## config.mk

```make
export PLATFORM = sky130hd
export DESIGN_NAME = tpl_chain_walker
export DESIGN_NICKNAME = d
export VERILOG_FILES = /design/src/rtl/tcw_pkg.sv /design/src/rtl/tcw_ptr_asm.sv /design/src/rtl/tcw_tuple_ctr.sv /design/src/rtl/tcw_match_latch.sv /design/src/rtl/tpl_chain_walker.sv
export SDC_FILE = /design/constraint.sdc
export NUM_CORES = 1
export LEC_CHECK = 0
export ABC_AREA = 1
export BUFFER_PORTS_ARGS = -buffer_cell sky130_fd_sc_hd__buf_4
export CAP_MARGIN = 20
export CORE_UTILIZATION = 56
export CTS_BUF_LIST = sky130_fd_sc_hd__clkbuf_4
export DETAILED_ROUTE_END_ITERATION = 8
export PLACE_DENSITY = 0.79
export SLEW_MARGIN = 20
export SYNTH_ARGS = -nofsm -noshare
export SYNTH_HDL_FRONTEND = slang
export SYNTH_SLANG_ARGS = --single-unit
```

## constraint.sdc

```tcl
create_clock -name clk -period 3.4 [get_ports clk]
set_input_delay 0.17 -clock clk [delete_from_list [all_inputs] [get_ports clk]]
set_output_delay 0.17 -clock clk [all_outputs]
set_load 0.1 [all_outputs]
```

## src/rtl/tcw_pkg.sv

```systemverilog
`timescale 1ns/1ps
package tcw_pkg;
  localparam int FUNC_W    = 3;
  localparam int PTR_BYTES = 3;
  localparam int PTR_W     = 8 * PTR_BYTES;
  localparam int CUR_W     = PTR_W + 1;

  localparam logic [7:0] CODE_END  = 8'hFF;
  localparam logic [7:0] CODE_NULL = 8'h00;
  localparam logic [7:0] LINK_MAX  = 8'hFF;

  typedef enum logic [1:0] {
    TCW_ERR_NONE  = 2'd0,
    TCW_ERR_RANGE = 2'd1,
    TCW_ERR_LINK  = 2'd2,
    TCW_ERR_COUNT = 2'd3
  } tcw_err_e;

  typedef enum logic [3:0] {
    S_IDLE, S_PTR_RD, S_PTR_CAP, S_PTR_SET,
    S_CODE_RD, S_CODE_CAP, S_LINK_RD, S_LINK_CAP,
    S_BODY_RD, S_BODY_CAP
  } tcw_state_e;

  // Address of the first pointer byte for a chain number
  function automatic logic [CUR_W-1:0] tcw_ptr_reg_addr(input logic [FUNC_W-1:0] f,
                                                        input logic [7:0] ofs);
    return (CUR_W'(f) << 8) + CUR_W'(ofs);
  endfunction

  // Address of the last byte covered by a tuple
  function automatic logic [CUR_W-1:0] tcw_last_byte(input logic [CUR_W-1:0] a,
                                                     input logic [7:0] link);
    return a + CUR_W'(1) + CUR_W'(link);
  endfunction

  // Start of the following tuple
  function automatic logic [CUR_W-1:0] tcw_next_addr(input logic [CUR_W-1:0] a,
                                                     input logic [7:0] link);
    return a + CUR_W'(2) + CUR_W'(link);
  endfunction
endpackage

```

## src/rtl/tcw_ptr_asm.sv

```systemverilog
`timescale 1ns/1ps
module tcw_ptr_asm #(
  parameter int NBYTES = 3,
  localparam int IDX_W = (NBYTES > 1) ? $clog2(NBYTES) : 1
) (
  input  logic                  clk,
  input  logic                  rst_n,
  input  logic                  clr,
  input  logic                  load,
  input  logic [IDX_W-1:0]      idx,
  input  logic [7:0]            byte_in,
  output logic [8*NBYTES-1:0]   ptr
);
  for (genvar g = 0; g < NBYTES; g++) begin : g_slot
    logic [7:0] slot_q;
    always_ff @(posedge clk) begin
      if (!rst_n || clr)                        slot_q <= '0;
      else if (load && idx == IDX_W'(g))        slot_q <= byte_in;
    end
    assign ptr[8*g +: 8] = slot_q;
  end

  AST_PTR_SLOT: assert property (@(posedge clk) disable iff (!rst_n)
    load |-> (32'(idx) < NBYTES));
endmodule

```

## src/rtl/tcw_tuple_ctr.sv

```systemverilog
`timescale 1ns/1ps
module tcw_tuple_ctr #(
  parameter int MAX = 256,
  localparam int CNT_W = $clog2(MAX + 1)
) (
  input  logic clk,
  input  logic rst_n,
  input  logic clr,
  input  logic inc,
  output logic at_limit
);
  logic [CNT_W-1:0] cnt_q;

  always_ff @(posedge clk) begin
    if (!rst_n || clr)  cnt_q <= '0;
    else if (inc)       cnt_q <= cnt_q + CNT_W'(1);
  end

  assign at_limit = (cnt_q == CNT_W'(MAX));

  AST_CNT_CEIL: assert property (@(posedge clk) disable iff (!rst_n)
    32'(cnt_q) <= MAX);
  AST_NO_INC_AT_LIMIT: assert property (@(posedge clk) disable iff (!rst_n)
    (inc && !clr) |-> !at_limit);
endmodule

```

## src/rtl/tcw_match_latch.sv

```systemverilog
`timescale 1ns/1ps
module tcw_match_latch #(
  parameter int AW = 17
) (
  input  logic          clk,
  input  logic          rst_n,
  input  logic          clr,
  input  logic          en_in,
  input  logic [7:0]    code_in,
  input  logic          tup_fire,
  input  logic [7:0]    tup_code,
  input  logic [AW-1:0] tup_addr,
  output logic          hit,
  output logic [AW-1:0] addr
);
  logic       en_q;
  logic [7:0] code_q;
  logic       take;

  assign take = tup_fire && en_q && !hit && (tup_code == code_q);

  always_ff @(posedge clk) begin
    if (!rst_n) begin
      en_q <= 1'b0; code_q <= '0; hit <= 1'b0; addr <= '0;
    end else if (clr) begin
      en_q <= en_in; code_q <= code_in; hit <= 1'b0; addr <= '0;
    end else if (take) begin
      hit <= 1'b1; addr <= tup_addr;
    end
  end

  AST_MATCH_HOLD: assert property (@(posedge clk) disable iff (!rst_n)
    (hit && !clr) |=> (hit && $stable(addr)));
endmodule

```

## src/rtl/tpl_chain_walker.sv

```systemverilog
`timescale 1ns/1ps
module tpl_chain_walker
  import tcw_pkg::*;
#(
  parameter int         ADDR_W     = 17,
  parameter int         MAX_TUPLES = 256,
  parameter logic [7:0] PTR_OFS    = 8'h09
) (
  input  logic              clk,
  input  logic              rst_n,
  input  logic              start,
  input  logic [2:0]        func_sel,
  input  logic              body_en,
  input  logic              match_en,
  input  logic [7:0]        match_code,
  output logic              busy,
  output logic              done,
  output logic              error,
  output logic [1:0]        err_code,
  output logic              mem_rd_en,
  output logic [ADDR_W-1:0] mem_addr,
  input  logic [7:0]        mem_rdata,
  output logic              tuple_valid,
  output logic [7:0]        tuple_code,
  output logic [7:0]        tuple_link,
  output logic [ADDR_W-1:0] tuple_addr,
  output logic              body_valid,
  output logic [7:0]        body_data,
  output logic [7:0]        body_idx,
  output logic              match_hit,
  output logic [ADDR_W-1:0] match_addr
);
  localparam logic [CUR_W-1:0] WIN_LAST = CUR_W'((64'd1 << ADDR_W) - 64'd1);
  localparam int IDX_W = $clog2(PTR_BYTES);

  tcw_state_e        state_q;
  logic [IDX_W-1:0]  k_q;
  logic [CUR_W-1:0]  cur_q;
  logic [7:0]        code_q, link_q, bi_q;
  logic [FUNC_W-1:0] func_q;
  logic              body_q;
  tcw_err_e          err_q;

  logic [PTR_W-1:0]  ptr_w;
  logic              at_limit;
  logic [CUR_W-1:0]  preg_addr, rd_full;

  // Named internal events
  logic ev_launch, ev_code_range, ev_link_range, ev_link_bad, ev_tuple_fire;

  assign preg_addr     = tcw_ptr_reg_addr(func_q, PTR_OFS);
  assign ev_launch     = (state_q == S_IDLE) && start;
  assign ev_code_range = (state_q == S_CODE_RD) && (cur_q > WIN_LAST);
  assign ev_link_range = (state_q == S_LINK_RD) && ((cur_q + CUR_W'(1)) > WIN_LAST);
  assign ev_link_bad   = (state_q == S_LINK_CAP) && (tcw_last_byte(cur_q, mem_rdata) > WIN_LAST);
  assign ev_tuple_fire = (state_q == S_LINK_CAP) && !ev_link_bad;

  tcw_ptr_asm #(.NBYTES(PTR_BYTES)) ptr_i (
    .clk(clk), .rst_n(rst_n), .clr(ev_launch),
    .load(state_q == S_PTR_CAP), .idx(k_q), .byte_in(mem_rdata), .ptr(ptr_w)
  );

  tcw_tuple_ctr #(.MAX(MAX_TUPLES)) ctr_i (
    .clk(clk), .rst_n(rst_n), .clr(ev_launch), .inc(ev_tuple_fire), .at_limit(at_limit)
  );

  tcw_match_latch #(.AW(ADDR_W)) match_i (
    .clk(clk), .rst_n(rst_n), .clr(ev_launch), .en_in(match_en), .code_in(match_code),
    .tup_fire(ev_tuple_fire), .tup_code(code_q), .tup_addr(cur_q[ADDR_W-1:0]),
    .hit(match_hit), .addr(match_addr)
  );

  // Read port
  always_comb begin
    mem_rd_en = 1'b0;
    rd_full   = '0;
    case (state_q)
      S_PTR_RD:  begin mem_rd_en = 1'b1;           rd_full = preg_addr + CUR_W'(k_q); end
      S_CODE_RD: begin mem_rd_en = !ev_code_range; rd_full = cur_q; end
      S_LINK_RD: begin mem_rd_en = !ev_link_range; rd_full = cur_q + CUR_W'(1); end
      S_BODY_RD: begin mem_rd_en = 1'b1;           rd_full = cur_q + CUR_W'(2) + CUR_W'(bi_q); end
      default: ;
    endcase
  end
  assign mem_addr = rd_full[ADDR_W-1:0];

  assign busy     = (state_q != S_IDLE);
  assign err_code = err_q;

  always_ff @(posedge clk) begin
    if (!rst_n) begin
      state_q <= S_IDLE; k_q <= '0; cur_q <= '0; code_q <= '0; link_q <= '0;
      bi_q <= '0; func_q <= '0; body_q <= 1'b0; err_q <= TCW_ERR_NONE;
      done <= 1'b0; error <= 1'b0; tuple_valid <= 1'b0; tuple_code <= '0;
      tuple_link <= '0; tuple_addr <= '0; body_valid <= 1'b0; body_data <= '0;
      body_idx <= '0;
    end else begin
      done        <= 1'b0;
      error       <= 1'b0;
      tuple_valid <= 1'b0;
      body_valid  <= 1'b0;
      case (state_q)
        S_IDLE: if (start) begin
          func_q  <= func_sel;
          body_q  <= body_en;
          k_q     <= '0;
          err_q   <= TCW_ERR_NONE;
          state_q <= S_PTR_RD;
        end
        S_PTR_RD:  state_q <= S_PTR_CAP;
        S_PTR_CAP: begin
          if (32'(k_q) == PTR_BYTES - 1) state_q <= S_PTR_SET;
          else begin
            k_q     <= k_q + IDX_W'(1);
            state_q <= S_PTR_RD;
          end
        end
        S_PTR_SET: begin
          cur_q   <= CUR_W'(ptr_w);
          state_q <= S_CODE_RD;
        end
        S_CODE_RD: begin
          if (ev_code_range) begin
            err_q <= TCW_ERR_RANGE; error <= 1'b1; state_q <= S_IDLE;
          end else state_q <= S_CODE_CAP;
        end
        S_CODE_CAP: begin
          code_q <= mem_rdata;
          if (mem_rdata == CODE_END) begin
            done <= 1'b1; state_q <= S_IDLE;
          end else if (mem_rdata == CODE_NULL) begin
            cur_q   <= cur_q + CUR_W'(1);
            state_q <= S_CODE_RD;
          end else if (at_limit) begin
            err_q <= TCW_ERR_COUNT; error <= 1'b1; state_q <= S_IDLE;
          end else state_q <= S_LINK_RD;
        end
        S_LINK_RD: begin
          if (ev_link_range) begin
            err_q <= TCW_ERR_LINK; error <= 1'b1; state_q <= S_IDLE;
          end else state_q <= S_LINK_CAP;
        end
        S_LINK_CAP: begin
          link_q <= mem_rdata;
          if (ev_link_bad) begin
            err_q <= TCW_ERR_LINK; error <= 1'b1; state_q <= S_IDLE;
          end else begin
            tuple_valid <= 1'b1;
            tuple_code  <= code_q;
            tuple_link  <= mem_rdata;
            tuple_addr  <= cur_q[ADDR_W-1:0];
            if (body_q && mem_rdata != 8'd0) begin
              bi_q    <= '0;
              state_q <= S_BODY_RD;
            end else begin
              cur_q <= tcw_next_addr(cur_q, mem_rdata);
              if (mem_rdata == LINK_MAX) begin
                done <= 1'b1; state_q <= S_IDLE;
              end else state_q <= S_CODE_RD;
            end
          end
        end
        S_BODY_RD: state_q <= S_BODY_CAP;
        S_BODY_CAP: begin
          body_valid <= 1'b1;
          body_data  <= mem_rdata;
          body_idx   <= bi_q;
          if (bi_q == link_q - 8'd1) begin
            cur_q <= tcw_next_addr(cur_q, link_q);
            if (link_q == LINK_MAX) begin
              done <= 1'b1; state_q <= S_IDLE;
            end else state_q <= S_CODE_RD;
          end else begin
            bi_q    <= bi_q + 8'd1;
            state_q <= S_BODY_RD;
          end
        end
        default: state_q <= S_IDLE;
      endcase
    end
  end

  AST_DONE_ERR_EXCL: assert property (@(posedge clk) disable iff (!rst_n)
    !(done && error));
  AST_FINISH_IDLE: assert property (@(posedge clk) disable iff (!rst_n)
    (done || error) |-> !busy);
  AST_START_TAKEN: assert property (@(posedge clk) disable iff (!rst_n)
    (start && !busy) |=> busy);
  AST_NO_NULL_REPORT: assert property (@(posedge clk) disable iff (!rst_n)
    tuple_valid |-> (tuple_code != CODE_NULL));
  AST_NO_END_REPORT: assert property (@(posedge clk) disable iff (!rst_n)
    tuple_valid |-> (tuple_code != CODE_END));
  AST_BODY_WHEN_ASKED: assert property (@(posedge clk) disable iff (!rst_n)
    body_valid |-> body_q);
  AST_ERR_HAS_CODE: assert property (@(posedge clk) disable iff (!rst_n)
    error |-> (err_code != 2'd0));
  AST_RD_IN_WINDOW: assert property (@(posedge clk) disable iff (!rst_n)
    mem_rd_en |-> (rd_full <= WIN_LAST));
endmodule

```

# --- Word level (Yosys, flattened, before mapping) ---
# Index checks and enable logic that the tools add are counted.
totals:
  register_bits: 174
  inputBits: 24
  elab_cells: 159
classes:
  n_eq_ne: 30
  muxes: 50
  reduce_logical: 36
  add_sub_neg: 12
  bitwise: 2
  magnitude_cmp: 3
ops:
  columns: ["operator", "n"]
  rows:
  - ["25-bit 2-to-1 mux", 5]
  - ["25-bit one-hot mux with 4 select lines", 1]
  - ["25-bit by 8-bit adder with 25-bit output", 3]
  - ["25-bit by 17-bit greater-than comparator with 1-bit output, second input constant", 3]
  - ["17-bit one-hot mux with 4 select lines", 1]
  - ["4-bit one-hot mux with 10 select lines", 1]
  - ["2-bit inequality test, second input constant", 13]
  - ["25-bit by 1-bit adder with 25-bit output, second input constant", 1]
  - ["25-bit by 2-bit adder with 25-bit output, second input constant", 1]
  - ["8-bit 2-to-1 mux", 3]
  - ["3-bit 2-to-1 mux", 7]
  - ["2-bit 2-to-1 mux", 9]
  - ["17-bit by 8-bit adder with 17-bit output", 1]
  - ["4-bit by 3-bit equality test with 1-bit output, second input constant", 4]
  - ["8-bit equality test", 2]
  - ["8-bit equality test, second input constant", 2]
  - ["4-bit 2-to-1 mux", 4]
  - ["8-bit one-hot mux with 2 select lines", 1]
  - ["12-bit by 2-bit adder with 13-bit output", 1]
  - ["1-bit 2-to-1 mux", 13]
  - ["11-bit by 4-bit adder with 12-bit output, second input constant", 1]
  - ["1-bit logical AND", 12]
  - ["2-bit one-hot mux with 5 select lines", 1]
  - ["9-bit by 1-bit adder with 9-bit output, second input constant", 1]
  - ["29 further kinds", 42]

# --- Longest topological paths before layout ---
logic_depth:
  ltp_word: 9
  ltp_mapped: 27

# --- Cells and area by module ---
# From an unflattened synthesis, not the netlist that was laid out.
hier_totals:
  hier_cells: 1790
  area_unflattened_um2: 11517.3
modules_own_cells:
  columns: ["module", "seq_area_each_um2", "cells_per_inst", "n_inst", "area_per_inst_um2"]
  rows:
  - ["tpl_chain_walker", 2282.2, 1374, 1, 8695.8]
  - ["tcw_match_latch", 540.5, 188, 1, 1271.2]
  - ["tcw_ptr_asm", 480.5, 158, 1, 1078.5]
  - ["tcw_tuple_ctr", 180.2, 70, 1, 471.7]

# --- Least setup slack after synthesis ---
# Ideal clock, no wire load.
synth_timing:
  kind: "register to output"
  start: "reg cur_q[1]"
  end: "out mem_addr[10]"
  arrival_ns: 4.258
  path_slack_ns: -1.028
  stages_incl_launch_ff: 16
  required_ns: 3.230
  cell_sequence: "dfxtp_1 > inv_1 > nor2_1 > xor2_1 > inv_1 > ha_1 > nand2_1 > nand2_1 > a21oi_1 > nor2_1 > nor2_1 > o21bai_1 > nand2_1 > o21ai_0 > o21ai_0 > o21ai_0"
synth_via:
  elab_chain_len: 3
  word_cells_on_any_way: 4
  classes_between: "3 x add/sub; 1 x mux"
synth_lines:
  columns: ["item", "line_no", "rtl"]
  rows:
  - ["from (decl)", "tpl_chain_walker.sv:38", "logic [CUR_W-1:0] cur_q;"]
  - ["from (signal assigned)", "tpl_chain_walker.sv:119", "cur_q <= CUR_W'(ptr_w);"]
  - ["from (signal assigned)", "tpl_chain_walker.sv:132", "cur_q <= cur_q + CUR_W'(1);"]
  - ["from (signal assigned)", "tpl_chain_walker.sv:156", "cur_q <= tcw_next_addr(cur_q, mem_rdata);"]
  - ["25-bit by 2-bit adder with 25-bit output", null, null]
  - ["17-bit by 8-bit adder with 17-bit output", "tpl_chain_walker.sv:81", "S_BODY_RD: begin mem_rd_en = 1'b1; rd_full = cur_q + CUR_W'(2) + CUR_W'(bi_q); end"]
  - ["17-bit one-hot mux with 4 select lines *", "tpl_chain_walker.sv:77", "case (state_q)"]
  - ["to (decl)", "tpl_chain_walker.sv:21", "output logic [ADDR_W-1:0] mem_addr,"]
# Every way passes the cells marked *; elsewhere a longest branch is shown, timed or not.

# --- Final worst setup path ---
layout_timing:
  start: "reg cur_q[4]"
  end: "out mem_addr[16]"
# The elaborated chain is that of the path after synthesis.

==> impl_metrics.yaml <==
outcome:
  status: "complete, but fails checks"
  violations: "negative setup slack"
power:
  vdd_drop_max_v: 0.000401
  p_leak_nw: 6.50
  power_mw: 4.63
  p_per_area_nw_per_um2: 312
setup_path:
  required_ns: 3.23
  crit_type: "register to output port"
  critPathBufInv: 5
  worst_setup_path_start_kind: "register"
  crit_path_max_incr_delay_ns: 0.40
  cp_max_fo: 4
  critPathSlowestCell: "dfxtp_1"
  worst_setup_path_end_kind: "output port"
  crit_family: "buffers and inverters"
  cp_common_cell: "nand2_1"
  ff2ff_setup_slack_ns: -0.22
  arrival_ns: 3.62
  cp_cell_sequence: "buf_4 > inv_1 > xor2_2 > inv_2 > ha_4 > nand2_1 > nand2_1 > a21oi_2 > nor2_2 > nor2_1 > o21bai_1 > nand2_1 > nor2_2 > buf_4 > nand3_1 > nand3_1 > o221ai_2 > buf_8"
die:
  core_area_um2: 19700
  die_area_um2: 20900
  start_util_pct: 57.8
  num_rows: 51
  ios: 116
  die_y_um: 145
  chipWidth_um: 145
hold_path:
  hold_path_class: "input port to register"
clocking:
  insertion_delay_ns: 0.62
  cts.clk_slew.worst_paths_ns: 0.20
  cts_buffers: 17
  numClockSinks: 174
  clock-root-buffer: "clkbuf_4"
  clockBufferDepth: 2
  cts_tree: "built"
  htree_levels: 4
cells_and_area:
  synthToLayoutAreaGrowth_pct: 30.3
  fin_util_pct: 75.3
  layout_commonest_cell: "nand2_1"
  final_cell_mix: "nand2_1 (442), buf_4 (239), inv_1 (180), nor2_1 (175), dfxtp_1 (163)"
  final_cells: 2299
  drive_above_1_share_pct: 22.5
  nNetsFinal: 2083
sta:
  fin_crit_sh_pct: 111
  period_needed_ns: 3.79
  fin_ws_ns: -0.387
  setup_viol: 109
  fmax_mhz: 264
  finalHoldViolCount: 0
  drv_slew: 0
  finClkSkew_ns: 0.0412
  worst_pin_slew_ns: 0.969
  max_slew_margin_pct: 35.3
  rsz0062_at_grt: "yes"
  hold_slack_ns: 0.113
synthesis:
  synth.cell_area_um2: 11400
  seq_area_frac_synth_pct: 30.6
  synth_nets: 1834
  syn-instance-count: 1769
  synth_cell_types: 53
  ys_ff_latch: 174
  synth_warnings: 0
  postSynthAreaPerCell_um2: 6.44
global_routing:
  antenna_found_initial: 3
  grt_pass1_wl_mm: 68.4
  grt.total_usage_pct: 44.5
  gr-total-overflow: 0
  grt_max_degree: 79
  grt_pass1_vias: 12300
placement:
  place.gp.congestion: 1.07
  dp_cells: 2190
  pre_cts_ws_ns: -0.140
  hpwl_mm: 31.6
  io_buffers: 115
routing:
  vias_per_cell: 5.98
  ant_nets: 0
  wl_mm: 47.0
  wl_per_cell_um: 20.4
  firstDrtPassIters: 7
  drcViolationCount: 0
  drt-initial-drc-count: 1577
  vias: 13700
run:
  max_cap_viol_count: 0
metrics by stage:
step,TNS (ns),area (µm²)
floorplan,-0.277,11400
global placement,-0.00758,13200
detailed placement,-4.74,13200
CTS,-3.61,14400
global route,-37.89,14800
finish,-14.70,14800
Yosys cell counts, drive strengths merged:
cell type	count	area (µm²)
nand2	474	1860
buf	30	188
ha	38	475
a221oi	3	26.3
a2111oi	1	8.76
clkinv	1	3.75
inv	194	728
nor4	6	37.5
and3	1	6.26
o22ai	16	100
a21o	3	22.5
o2111ai	5	43.8
a211o	1	8.76
o21ai	102	510
nor3b	2	15.0
a31oi	6	37.5
nor2	213	940
nand3	139	733
xor2	40	350
a21oi	166	831
and2	2	12.5
xnor2	10	87.6
nand4	35	225
o21bai	3	22.5
a211oi	4	42.5
nand3b	10	75.1
o221ai	11	96.3
nand2b	1	6.26
dfxtp	174	3480
o211ai	12	90.1
fa	3	60.1
or2	4	25.0
or4	1	7.51
clkbuf	44	166
nor3	13	65.1
a22oi	1	7.51
cell type report:
type	instances	area (µm²)
Multi-Input combinational cell	1328	7250
Clock buffer	18	135
Fill cell	1535	4880
Tap cell	265	332
Sequential cell	174	3500
Timing Repair Buffer	302	2720
Clock inverter	14	163
Antenna cell	3	7.51
Inverter	195	734
report_power, final:
part	switching, mW	internal (mW)
logic	0.792	0.394
registers	0.0612	2.10
clock network	0.923	0.357
total	1.78	2.85
metal layers:
layer	share of wire, %	global-route usage (%)	vias up
met5	0.023	0	-
met4	8.3	33.0	2
met3	12	14.0	246
met2	44	67.8	951
met1	36	52.5	6239
li1	-	-	6308
flip-flops by register name (all words and copies together), names as in the netlist, 9 cells and up:
signal / count
ctr_i.cnt_q: 9
cur_q: 25
match_i.addr: 17
ptr_i.g_slot.slot_q: 24
tuple_addr: 17
cell families (layout without fill, tap and decap cells):
family | count (synthesis) | after routing | share of synthesized area (%)
AND/OR/NAND/NOR | 901 | 903 | 35.1
flip-flops | 174 | 174 | 30.6
AO/OA/AOI/OAI | 334 | 334 | 16.2
adder cells (fa/ha/maj) | 41 | 41 | 4.70
buffers and inverters | 269 | 529 | 9.53
other | 0 | 3 | 0
XOR/XNOR | 50 | 50 | 3.84
worst paths after layout:
check	startpoint	endpoint	cells after the start
max	cur_q[4]$_SDFFE_PN0P_	mem_addr[16]	18
min	rst_n	ctr_i.cnt_q[2]$_SDFFE_PP0P_	4
max reg2reg	cur_q[1]$_SDFFE_PN0P_	cur_q[5]$_SDFFE_PN0P_	27
min reg2reg	ptr_i.g_slot[1].slot_q[3]$_SDFFE_PP0P_	ptr_i.g_slot[1].slot_q[3]$_SDFFE_PP0P_	2
worst min-delay path: cells and delay by family:
family                 cells  cell delay (ns)
AO/OA/AOI/OAI              1             0.14
buffers and inverters      2             0.34
AND/OR/NAND/NOR            1             0.05
timing repair:
item	4_1_cts	5_1_grt
resized for setup	94	60
pin swaps	38	39
hold buffers	27	0
hold endpoints to repair	50	0
gates cloned	6	2
setup buffers	30	9
endpoints found under the setup margin	103	114
(Power assumes the default switching activity.)
